File: src/rtl/bsq_pkg.sv
package bsq_pkg;
  typedef enum logic [2:0] {
    K_DESEL    = 3'd0,
    K_RD_BEGIN = 3'd1,
    K_RD_CONT  = 3'd2,
    K_RD_SUSP  = 3'd3,
    K_WR_BEGIN = 3'd5,
    K_WR_CONT  = 3'd6,
    K_WR_SUSP  = 3'd7
  } acc_kind_t;

  function automatic acc_kind_t with_dir(input logic is_wr, input logic [1:0] phase);
    return acc_kind_t'({is_wr, phase});
  endfunction
endpackage

File: src/rtl/bsq_cmd_dec.sv
module bsq_cmd_dec (
  input  logic ld_cpu_n,
  input  logic ld_ctl_n,
  input  logic sel_n,
  input  logic step_n,
  input  logic wr_i,
  input  logic active,
  output logic load,
  output logic desel,
  output logic advance,
  output logic hold,
  output logic load_wr
);
  logic any_strobe;

  always_comb begin
    any_strobe = !ld_cpu_n || !ld_ctl_n;
    load       = any_strobe && !sel_n;
    desel      = any_strobe && sel_n;
    // processor strobe wins and forces a read
    load_wr    = load && ld_cpu_n && wr_i;
    advance    = !any_strobe && active && !step_n;
    hold       = !any_strobe && active && step_n;
  end
endmodule

File: src/rtl/bsq_burst_ctr.sv
module bsq_burst_ctr #(
  parameter int BURST_W = 2
) (
  input  logic               clk,
  input  logic               rst_n,
  input  logic               load,
  input  logic               advance,
  input  logic [BURST_W-1:0] start_i,
  input  logic               order_i,
  output logic [BURST_W-1:0] low_o
);
  logic [BURST_W-1:0] start_q;
  logic [BURST_W-1:0] beat_q;
  logic               order_q;

  always_ff @(posedge clk) begin
    if (!rst_n) begin
      start_q <= '0;
      beat_q  <= '0;
      order_q <= 1'b0;
    end else if (load) begin
      start_q <= start_i;
      beat_q  <= '0;
      order_q <= order_i;
    end else if (advance) begin
      beat_q  <= beat_q + 1'b1;
    end
  end

  logic [BURST_W-1:0] lin_v;
  logic [BURST_W-1:0] ilv_v;

  assign lin_v = start_q + beat_q;

  genvar b;
  generate
    for (b = 0; b < BURST_W; b++) begin : g_ilv
      assign ilv_v[b] = start_q[b] ^ beat_q[b];
    end
  endgenerate

  assign low_o = order_q ? ilv_v : lin_v;
endmodule

File: src/rtl/bsq_seq.sv
module bsq_seq #(
  parameter int ADDR_W  = 12,
  parameter int BURST_W = 2
) (
  input  logic              clk,
  input  logic              rst_n,
  input  logic [ADDR_W-1:0] addr_i,
  input  logic              sel_n,
  input  logic              ld_cpu_n,
  input  logic              ld_ctl_n,
  input  logic              step_n,
  input  logic              wr_i,
  input  logic              order_i,
  output logic [ADDR_W-1:0] acc_addr,
  output logic [2:0]        acc_kind,
  output logic              acc_valid
);
  import bsq_pkg::*;

  localparam int HI_W = ADDR_W - BURST_W;

  logic load, desel, advance, hold, load_wr;
  logic active_q;
  logic [HI_W-1:0] hi_q;
  logic [BURST_W-1:0] low_v;
  acc_kind_t kind_q;

  bsq_cmd_dec u_dec (
    .ld_cpu_n (ld_cpu_n),
    .ld_ctl_n (ld_ctl_n),
    .sel_n    (sel_n),
    .step_n   (step_n),
    .wr_i     (wr_i),
    .active   (active_q),
    .load     (load),
    .desel    (desel),
    .advance  (advance),
    .hold     (hold),
    .load_wr  (load_wr)
  );

  bsq_burst_ctr #(.BURST_W(BURST_W)) u_ctr (
    .clk     (clk),
    .rst_n   (rst_n),
    .load    (load),
    .advance (advance),
    .start_i (addr_i[BURST_W-1:0]),
    .order_i (order_i),
    .low_o   (low_v)
  );

  always_ff @(posedge clk) begin
    if (!rst_n) begin
      active_q  <= 1'b0;
      acc_valid <= 1'b0;
      hi_q      <= '0;
      kind_q    <= K_DESEL;
    end else if (load) begin
      active_q  <= 1'b1;
      acc_valid <= 1'b1;
      hi_q      <= addr_i[ADDR_W-1:BURST_W];
      kind_q    <= with_dir(load_wr, 2'd1);
    end else if (desel) begin
      active_q  <= 1'b0;
      acc_valid <= 1'b0;
      kind_q    <= K_DESEL;
    end else if (advance) begin
      acc_valid <= 1'b1;
      kind_q    <= with_dir(wr_i, 2'd2);
    end else if (hold) begin
      acc_valid <= 1'b1;
      kind_q    <= with_dir(wr_i, 2'd3);
    end else begin
      acc_valid <= 1'b0;
      kind_q    <= K_DESEL;
    end
  end

  assign acc_addr = {hi_q, low_v};
  assign acc_kind = kind_q;
endmodule

File: config.mk
export PLATFORM = sky130hd
export DESIGN_NAME = bsq_seq
export DESIGN_NICKNAME = d
export VERILOG_FILES = /design/src/rtl/bsq_pkg.sv /design/src/rtl/bsq_cmd_dec.sv /design/src/rtl/bsq_burst_ctr.sv /design/src/rtl/bsq_seq.sv
export SDC_FILE = /design/constraint.sdc
export NUM_CORES = 1
export LEC_CHECK = 0
export CAP_MARGIN = 20
export CORE_ASPECT_RATIO = 1.1
export CORE_MARGIN = 10
export CORE_UTILIZATION = 35
export DETAILED_ROUTE_END_ITERATION = 7
export DONT_BUFFER_PORTS = 1
export GPL_ROUTABILITY_DRIVEN = 0
export HOLD_SLACK_MARGIN = 0.02
export PLACE_DENSITY = 0.53
export SYNTH_ARGS = -nofsm -noshare
export SYNTH_HDL_FRONTEND = slang
export SYNTH_SLANG_ARGS = --single-unit
export TNS_END_PERCENT = 10
File: constraint.sdc
create_clock -name clk -period 1.3 [get_ports clk]
set_clock_uncertainty 0.1 [all_clocks]
set_input_delay 0.13 -clock clk [delete_from_list [all_inputs] [get_ports clk]]
set_output_delay 0.13 -clock clk [all_outputs]
set_load 0.005 [all_outputs]
==> results.json, run 1 <==
{
  "run_status": "finished clean",
  "final.setup.worst_slack_ps": 24.2,
  "root_buffer": "sky130_fd_sc_hd__clkbuf_4",
  "synth_cells": 59,
  "design.final.nets": 103,
  "achievable-frequency_mhz": 784,
  "postSynthAreaPerCell_um2": 12.1,
  "mappedNetlistNets": 80,
  "worst_setup_path_end_kind": "output port",
  "final_max_slew_viol_count": 0,
  "hold_path.class": "primary input to register",
  "initial_core_utilization": 0.360,
  "viasPerCell": 4.80,
  "remaining_drc_errors": 0,
  "fin_crit_sh": 0.981,
  "die_height_um": 67.3,
  "synth.area.top_cells": "sky130_fd_sc_hd__dfxtp_1, sky130_fd_sc_hd__a22o_1, sky130_fd_sc_hd__a22o_2",
  "crit_path_max_fanout": 2,
  "syn_area_um2": 712,
  "yosysTopAreaCell": "sky130_fd_sc_hd__dfxtp_1",
  "worstMarginPinSlew_ps": 606,
  "ys_seq_elements": 20,
  "layout.cells.most_common_list": "sky130_fd_sc_hd__dfxtp_1, sky130_fd_sc_hd__dlygate4sd3_1, sky130_fd_sc_hd__a22o_1",
  "htreeDepth": 1,
  "period_needed_ps": 1280,
  "grt_pass1_vias": 564,
  "first_pass_grt_wire_length_mm": 2.66,
  "fp.dieArea_um2": 4240,
  "buffer_ports.inserted": 0,
  "die_w_um": 63,
  "diodes": 0,
  "totalWireLength_mm": 1.77,
  "routedWlPerCell_um": 16.4,
  "dpl.hpwl_mm": 1.10,
  "setup_violations": 0,
  "worst_slew_margin_rel": 0.594,
  "area_growth_pct": 38.3,
  "synth_seq_area_share": 0.562,
  "seq_power_share": 0.630,
  "setup_repair_after_global_routing_missed_its_margin": "yes",
  "tritoncts": "yes",
  "grt_max_degree": 16,
  "cp_data_arrival_time_ps": 1050,
  "antenna_found_initial": 0,
  "grt.total_usage": 0.0790,
  "design.portCount": 36,
  "overflow": 0,
  "cp-start-kind": "register",
  "hold_path_depth": 2,
  "coreArea_um2": 1980,
  "totalNegativeSetupSlack_ps": 0,
  "fin_hold_ws_ps": 60.7,
  "hold_start": "ld_ctl_n",
  "ff2ff_path_depth": 3,
  "detailroute.via_count": 518,
  "timing.rr.end": "acc_kind[2]",
  "cts_num_sinks": 20,
  "setup.reg_to_reg.worst_slack_ps": 30,
  "power_density_nw_per_um2": 1080,
  "synth_top_area_frac": 0.562,
  "worst-setup-path-type": "register to output port",
  "holdPathEnd": "active_q",
  "cp_data_required_time_ps": 1070,
  "share_comb_of_total_power": 0.112,
  "drtPass1Iterations": 4,
  "share_of_total_power_consumed_by_net_switching": 0.220,
  "leakage_nw": 0.399,
  "drt.antenna.violating_nets": 0,
  "power.ir.vdd_worst_mv": 0.547,
  "synth.lib_cells_used.distinct": 24,
  "p_sw_w": 0.000234,
  "drt_iter0_drc": 9,
  "maximum_capacitance_violations": 0,
  "internal_power_w": 0.000830,
  "worstReg2RegStart": "active_q",
  "clkPwrFrac": 0.258,
  "dp_worst_setup_slack_ps": 178,
  "final_layout_size_suffix_gt1_frac": 0.250,
  "insertion_delay_ps": 280,
  "numCtsBuffers": 3,
  "max-clock-path-buffers": 2,
  "fp-row-count": 17,
  "cts.reportedPaths.clkPinSlew_ps": 100,
  "final_hold_viol_count": 0,
  "yosysWarningCount": 0,
  "layout_commonest_cell": "sky130_fd_sc_hd__dfxtp_1"
}
sequential cells by signal, indices dropped and copies added (netlist names):
register and cells:
hi_q 10, acc_valid 1, u_ctr.start_q 2, active_q 1, acc_kind 3, u_ctr.beat_q 2, u_ctr.order_q 1
Yosys cell counts:
| library cell | n |
|---|---|
| sky130_fd_sc_hd__and3_2 | 1 |
| sky130_fd_sc_hd__o21ai_0 | 1 |
| sky130_fd_sc_hd__a21o_1 | 1 |
| sky130_fd_sc_hd__a21oi_2 | 1 |
| sky130_fd_sc_hd__inv_1 | 1 |
| sky130_fd_sc_hd__a22o_2 | 3 |
| sky130_fd_sc_hd__ha_1 | 1 |
| sky130_fd_sc_hd__nand4b_1 | 1 |
| sky130_fd_sc_hd__dfxtp_1 | 20 |
| sky130_fd_sc_hd__buf_2 | 1 |
| sky130_fd_sc_hd__o21a_1 | 2 |
| sky130_fd_sc_hd__buf_8 | 1 |
| sky130_fd_sc_hd__nand3_1 | 1 |
| sky130_fd_sc_hd__nor2_1 | 2 |
| sky130_fd_sc_hd__and2_4 | 1 |
| sky130_fd_sc_hd__a22o_1 | 10 |
| sky130_fd_sc_hd__nor2b_1 | 1 |
| sky130_fd_sc_hd__a21oi_1 | 1 |
| sky130_fd_sc_hd__nor2b_2 | 1 |
| sky130_fd_sc_hd__xnor2_1 | 3 |
| sky130_fd_sc_hd__a21boi_1 | 1 |
| sky130_fd_sc_hd__or3_1 | 1 |
| sky130_fd_sc_hd__buf_6 | 1 |
| sky130_fd_sc_hd__and2_1 | 2 |
how the worst max path moves through the flow:
stage	from	end	slack (ps)
2_1_floorplan	active_q	u_ctr.beat_q[1]	240
3_3_place_gp	active_q	u_ctr.beat_q[1]	210
3_5_place_dp	active_q	u_ctr.beat_q[1]	180
4_1_cts	u_ctr.start_q[0]	acc_addr[1]	-20
5_1_grt	u_ctr.beat_q[0]	acc_addr[1]	-30
6_report	u_ctr.beat_q[0]	acc_addr[1]	20
what timing repair did:
item,in CTS,in global routing
hold buffers,18,0
setup endpoints to repair,1,2
setup buffers,2,1
resized for setup,6,4
hold endpoints to repair,18,0
pin swaps,2,3
per-layer routing:
layer  GRT usage  up-vias  wire (um)
li1            -      258          -
met1      0.0841      243        719
met2       0.133       15        923
met3      0.0281        2        114
met4      0.0503        0         13
met5           0        -          0
cells by family (layout without fill, tap and decap cells):
| kind of cell | after synthesis | after routing | synth area share |
|---|---|---|---|
| AO/OA/AOI/OAI | 20 | 20 | 0.234 |
| flip-flops | 20 | 20 | 0.562 |
| AND/OR/NAND/NOR | 11 | 11 | 0.100 |
| buffers and inverters | 4 | 25 | 0.0492 |
| XOR/XNOR | 3 | 3 | 0.0369 |
| adder cells (fa/ha/maj) | 1 | 1 | 0.0176 |
area by class of cell:
type	instances	area (um^2)
Timing Repair Buffer	21	205
Tap cell	28	35.0
Inverter	1	3.75
Sequential cell	20	403
Clock buffer	3	22.5
Fill cell	189	993
Multi-Input combinational cell	35	315
power groups by stage:
| stage | Clock (W) | Sequential [W] | Combinational [W] |
|---|---|---|---|
| 4_1_cts | 0.000293 | 0.000668 | 0.000114 |
| 3_5_place_dp | 0 | 0.000681 | 0.0000655 |
| 3_3_place_gp | 0 | 0.000681 | 0.0000636 |
| 2_1_floorplan | 0 | 0.000674 | 0.0000644 |
| 6_report | 0.000275 | 0.000670 | 0.000119 |
| 5_1_grt | 0.000313 | 0.000674 | 0.000129 |
worst max-delay path: stages, from the launching register on:
cell                      delay [ps]
sky130_fd_sc_hd__dfxtp_2         350
sky130_fd_sc_hd__ha_4            150
sky130_fd_sc_hd__nor2b_4         120
sky130_fd_sc_hd__xnor2_2         140
metrics by stage:
| step | power (W) | std cells | instance area [um^2] | utilization |
|---|---|---|---|---|
| after floorplan | 0.000739 | 59 | 712 | - |
| after global placement | 0.000745 | 84 | 716 | 0.362 |
| after detailed placement | 0.000747 | 84 | 716 | 0.362 |
| after CTS | 0.00108 | 107 | 953 | 0.482 |
| after global routing | 0.00112 | 108 | 985 | 0.498 |
| final | 0.00106 | 108 | 985 | 0.498 |
(Power assumes the default switching activity.)
==> run 2: changes to the inputs <==
REMOVE_ABC_BUFFERS = 1   (was unset)
==> run 2 against run 1 <==
  * Combinational power shrank 4%
  * First-iteration DRC count grew to 3.2 times the previous value
  * Cell count shrank 0.93%
  * Critical path depth is the same
  * Utilization grew 0.70 points
  * Final area grew 1.4%
  * Fmax shrank 0.67%
  * Sequential power is essentially flat
  * Via count grew 2.3%
  * Clock power grew 81%
  * Worst hold slack is essentially flat
  * Critical path type unchanged
  * Critical endpoint unchanged
  * Largest cell class unchanged
==> results.json, run 2 (synthesis gave the netlist of run 1 again) <==
{
  "run_status": "finished clean",
  "design.portCount": 36,
  "htreeDepth": 1,
  "hold_start": "ld_ctl_n",
  "area_growth_pct": 40.2,
  "buffer_ports.inserted": 0,
  "maximum_capacitance_violations": 0,
  "worstMarginPinSlew_ps": 608,
  "dp_worst_setup_slack_ps": 128,
  "util_after_layout": 0.505,
  "final_max_slew_viol_count": 0,
  "drtPass1Iterations": 4,
  "grt_pass1_vias": 574,
  "ff2ff_path_depth": 3,
  "leakage_nw": 0.392,
  "worst_setup_path_end_kind": "output port",
  "cp_top_family": "flip-flops",
  "hold_path_depth": 2,
  "first_pass_grt_wire_length_mm": 2.77,
  "achievable-frequency_mhz": 779,
  "remaining_drc_errors": 0,
  "numCtsBuffers": 3,
  "insertion_delay_ps": 290,
  "power_density_nw_per_um2": 1290,
  "tritoncts": "yes",
  "final_layout_size_suffix_gt1_frac": 0.253,
  "cp_data_required_time_ps": 1070,
  "cp.buffers_inverters": 0,
  "cp-start-kind": "register",
  "fin_crit_sh": 0.988,
  "totalNegativeSetupSlack_ps": 0,
  "gr-usage-met3": 0.0413,
  "max-clock-path-buffers": 2,
  "gr-usage-met2": 0.138,
  "antenna_found_initial": 0,
  "layout_commonest_cell": "sky130_fd_sc_hd__dlygate4sd3_1",
  "totalWireLength_mm": 1.81,
  "crit_path_max_incr_delay_ps": 350,
  "fp.dieArea_um2": 4240,
  "cts.reportedPaths.clkPinSlew_ps": 120,
  "multi_input_area_um2": 315,
  "final_hold_viol_count": 0,
  "hold_path.class": "primary input to register",
  "layout.area.seq_um2": 404,
  "regMostFlops": "hi_q",
  "setup_violations": 0,
  "worst-setup-path-type": "register to output port",
  "die_w_um": 63,
  "grt_max_degree": 16,
  "initial_core_utilization": 0.360,
  "setup.reg_to_reg.worst_slack_ps": 50,
  "drt_iter0_drc": 29,
  "fp-row-count": 17,
  "grt.total_usage": 0.0831,
  "count_of_filler_cells_inserted_in_the_layout": 184,
  "overflow": 0,
  "dpl.hpwl_mm": 1.13,
  "timing.rr.end": "acc_kind[2]",
  "layout.cells.most_common_list": "sky130_fd_sc_hd__dlygate4sd3_1, sky130_fd_sc_hd__dfxtp_1, sky130_fd_sc_hd__a22o_1",
  "routedWlPerCell_um": 17.0,
  "timing.critical_path.cells": "ha_4, nor2b_4, xnor2_2",
  "final.setup.worst_slack_ps": 15.6,
  "fin_hold_ws_ps": 60.6,
  "worst_slew_margin_rel": 0.593,
  "viasPerCell": 4.95,
  "holdPathEnd": "active_q",
  "grt_util_met1": 0.0867,
  "coreArea_um2": 1980,
  "slowest_stage_cell_crit_path": "sky130_fd_sc_hd__dfxtp_2",
  "globalRoute.busiestLayer": "met2",
  "crit_path_max_fanout": 2,
  "detailroute.via_count": 530,
  "die_height_um": 67.3,
  "design.final.nets": 101,
  "cts_num_sinks": 20,
  "setup_repair_after_global_routing_missed_its_margin": "yes",
  "diodes": 0,
  "period_needed_ps": 1280,
  "worstReg2RegStart": "active_q",
  "cp_data_arrival_time_ps": 1050,
  "root_buffer": "sky130_fd_sc_hd__clkbuf_4",
  "drt.antenna.violating_nets": 0,
  "power.ir.vdd_worst_mv": 0.667,
  "largest_register_ffs": 10
}
[run 2: cell count changes in the layout (fill, tap and decap cells not counted), sizes merged]
cell,delta
bufinv,+1
dlymetal6s4s,-1
dlygate4sd3,+1
buf,-2
[run 2: layout make-up]
| class | instances | area share |
|---|---|---|
| Tap cell | 28 | 0.0351 |
| Inverter | 1 | 0.00376 |
| Multi-Input combinational cell | 35 | 0.316 |
| Sequential cell | 20 | 0.405 |
| Timing Repair Buffer | 19 | 0.188 |
| Clock inverter | 1 | 0.0301 |
| Clock buffer | 3 | 0.0226 |
[run 2: power by group]
group	internal (W)	switching [W]
combinational	0.0000738	0.0000402
clock	0.000311	0.000188
sequential	0.000645	0.0000252
[run 2: how the worst max path moves through the flow]
stage                                 from         endpoint  cells past startpoint
after floorplan                   active_q  u_ctr.beat_q[1]                      3
after global routing       u_ctr.beat_q[0]      acc_addr[1]                      3
after detailed placement          active_q  u_ctr.beat_q[1]                      3
after CTS                  u_ctr.beat_q[0]      acc_addr[1]                      3
final                     u_ctr.start_q[0]      acc_addr[1]                      3
after global placement            active_q  u_ctr.beat_q[1]                      3
[run 2: stage by stage]
stage | total power [W] | instance area [um^2] | cells
final | 0.00128 | 998 | 107
after global routing | 0.00134 | 998 | 107
after detailed placement | 0.000747 | 716 | 84
after floorplan | 0.000729 | 681 | 56
after CTS | 0.00130 | 976 | 107
after global placement | 0.000747 | 716 | 84
[run 2: what timing repair did]
item                                    CTS  global route
buffers inserted                          1             0
endpoints found under the setup margin    1             3
hold endpoints to repair                 18             0
hold buffers                             18             0
pin swaps                                 1             2
gates resized for setup                   6             4
[run 2: routing by layer]
layer  up-vias  wire length, um
met4         0               16
met1       258              720
met3         2              133
met5         -                0
met2        16              944
li1        254                -
==> run 3: changes to the inputs <==
CELL_PAD_IN_SITES_DETAIL_PLACEMENT = 0   (was unset)
CELL_PAD_IN_SITES_GLOBAL_PLACEMENT = 2   (was unset)
CORE_UTILIZATION = 34   (was 35)
PLACE_DENSITY = 0.76   (was 0.53)
==> run 3 against run 2 <==
  * Non-clock buffer count up 2
  * Sequential cell count unchanged
  * Critical path depth stayed put
  * Combinational power rose by 9%
  * Count of clock-buffer cells in the layout unchanged
  * Worst setup slack worse by 0.99 ps
  * Fmax hardly changed
  * Global-route usage increased by 1.1 points
  * Utilization is 0.21 points higher
  * Routed wire length is 5.5% higher
  * Final area increased by 1.5%
  * Highest routed layer unchanged
==> results.json, run 3 (synthesis gave the netlist of run 1 again) <==
{
  "buffer_ports.inserted": 0,
  "drt.antenna.violating_nets": 0,
  "share_of_total_power_consumed_by_net_switching": 0.198,
  "timing.critical_path.cells": "ha_4, nor2b_4, xnor2_2",
  "worst_setup_path_end_kind": "output port",
  "cts_num_sinks": 20,
  "fin_crit_sh": 0.989,
  "fin_hold_ws_ps": 57.2,
  "final_layout_size_suffix_gt1_frac": 0.222,
  "clkPwrFrac": 0.386,
  "hold_path.class": "primary input to register",
  "cp_data_required_time_ps": 1070,
  "worst-setup-path-type": "register to output port",
  "final_max_slew_viol_count": 0,
  "remaining_drc_errors": 0,
  "layout.cells.most_common_list": "sky130_fd_sc_hd__dlygate4sd3_1, sky130_fd_sc_hd__dfxtp_1, sky130_fd_sc_hd__a22o_1",
  "max-clock-path-buffers": 2,
  "numCtsBuffers": 3,
  "post-route-cell-area_um2": 1010,
  "power_density_nw_per_um2": 1270,
  "p_sw_w": 0.000256,
  "maximum_capacitance_violations": 0,
  "dp_worst_setup_slack_ps": 156,
  "totalWireLength_mm": 1.91,
  "worst_slew_margin_rel": 0.571,
  "globalRoute.busiestLayer": "met2",
  "root_buffer": "sky130_fd_sc_hd__clkbuf_4",
  "antenna_found_initial": 0,
  "place_area_um2": 716,
  "totalNegativeSetupSlack_ps": 0,
  "slowest_stage_cell_crit_path": "sky130_fd_sc_hd__dfxtp_2",
  "achievable-frequency_mhz": 778,
  "internal_power_w": 0.00104,
  "diodes": 0,
  "cp.buffers_inverters": 0,
  "final.setup.worst_slack_ps": 14.6,
  "dpl.hpwl_mm": 1.16,
  "cts.reportedPaths.clkPinSlew_ps": 120,
  "grt_max_degree": 16,
  "overflow": 0,
  "period_needed_ps": 1290,
  "insertion_delay_ps": 300,
  "first_pass_grt_wire_length_mm": 3.15,
  "run_status": "finished clean",
  "layout.area.seq_um2": 403,
  "cp_top_family": "flip-flops",
  "setup_violations": 0,
  "drtPass1Iterations": 4,
  "initial_core_utilization": 0.356,
  "viasPerCell": 4.77,
  "die_height_um": 68.0,
  "final_hold_viol_count": 0,
  "post-place-cells": 84,
  "grt_util_met1": 0.0954,
  "multi_input_area_um2": 312,
  "worstMarginPinSlew_ps": 640,
  "final-instance-count-excl-fill": 109,
  "gr-usage-met2": 0.175,
  "fp-row-count": 17,
  "count_of_filler_cells_inserted_in_the_layout": 196,
  "gr-usage-met3": 0.0294,
  "regMostFlops": "hi_q",
  "grt.total_usage": 0.0945,
  "largest_register_ffs": 10,
  "design.portCount": 36,
  "leakage_nw": 0.399,
  "routedWlPerCell_um": 17.6,
  "setup_repair_after_global_routing_missed_its_margin": "yes",
  "die_w_um": 63.6,
  "drt_iter0_drc": 16,
  "design.final.nets": 103,
  "area_growth_pct": 42.4,
  "cp-start-kind": "register",
  "coreArea_um2": 2000,
  "power.ir.vdd_worst_mv": 0.645,
  "detailroute.via_count": 520,
  "crit_path_max_fanout": 2,
  "crit_path_max_incr_delay_ps": 360,
  "grt_pass1_vias": 612,
  "seq_power_share": 0.518,
  "cp_data_arrival_time_ps": 1060,
  "htreeDepth": 1,
  "share_comb_of_total_power": 0.096,
  "tritoncts": "yes",
  "layout_commonest_cell": "sky130_fd_sc_hd__dlygate4sd3_1",
  "fp.dieArea_um2": 4330
}
run 3: per-stage QoR:
step           utilization  total power [W]
2_1_floorplan            -         0.000729
3_3_place_gp         0.358         0.000747
3_5_place_dp         0.358         0.000748
4_1_cts              0.503          0.00130
5_1_grt              0.507          0.00136
6_report             0.507          0.00129
run 3: final timing paths:
kind,startpoint,end,slack (ps),cells past startpoint
setup / recovery,u_ctr.beat_q[0],acc_addr[1],10,3
hold reg to reg,u_ctr.start_q[0],u_ctr.start_q[0],410,1
setup reg to reg,u_ctr.beat_q[0],u_ctr.beat_q[1],100,4
hold / removal,ld_ctl_n,active_q,60,2
run 3: layer usage:
| layer | routed length, um | share of wire |
|---|---|---|
| met5 | 0 | 0 |
| met4 | 16 | 0.0084 |
| met3 | 85 | 0.044 |
| met2 | 1080 | 0.57 |
| met1 | 730 | 0.38 |
run 3: layout make-up:
type	instances	area share
multi-input combinational	35	0.307
clock buffer	3	0.0222
sequential	20	0.398
clock inverter	1	0.0296
tap	28	0.0346
timing repair buffer	21	0.205
inverter	1	0.00370
run 3: power by group through the flow:
| stage | sequential [W] | combinational, W | clock, W |
|---|---|---|---|
| after floorplan | 0.000674 | 0.0000543 | 0 |
| after global placement | 0.000682 | 0.0000649 | 0 |
| after detailed placement | 0.000681 | 0.0000668 | 0 |
| after CTS | 0.000669 | 0.000121 | 0.000514 |
| after global routing | 0.000674 | 0.000137 | 0.000551 |
| final | 0.000669 | 0.000124 | 0.000499 |
run 3: repair_timing:
item                       4_1_cts  5_1_grt
gates resized for setup          7        1
setup endpoints to repair        1        1
hold buffers                    20        0
gates cloned                     0        0
pin swaps                        2        1
hold endpoints to repair        18        0
buffers inserted                 1        0
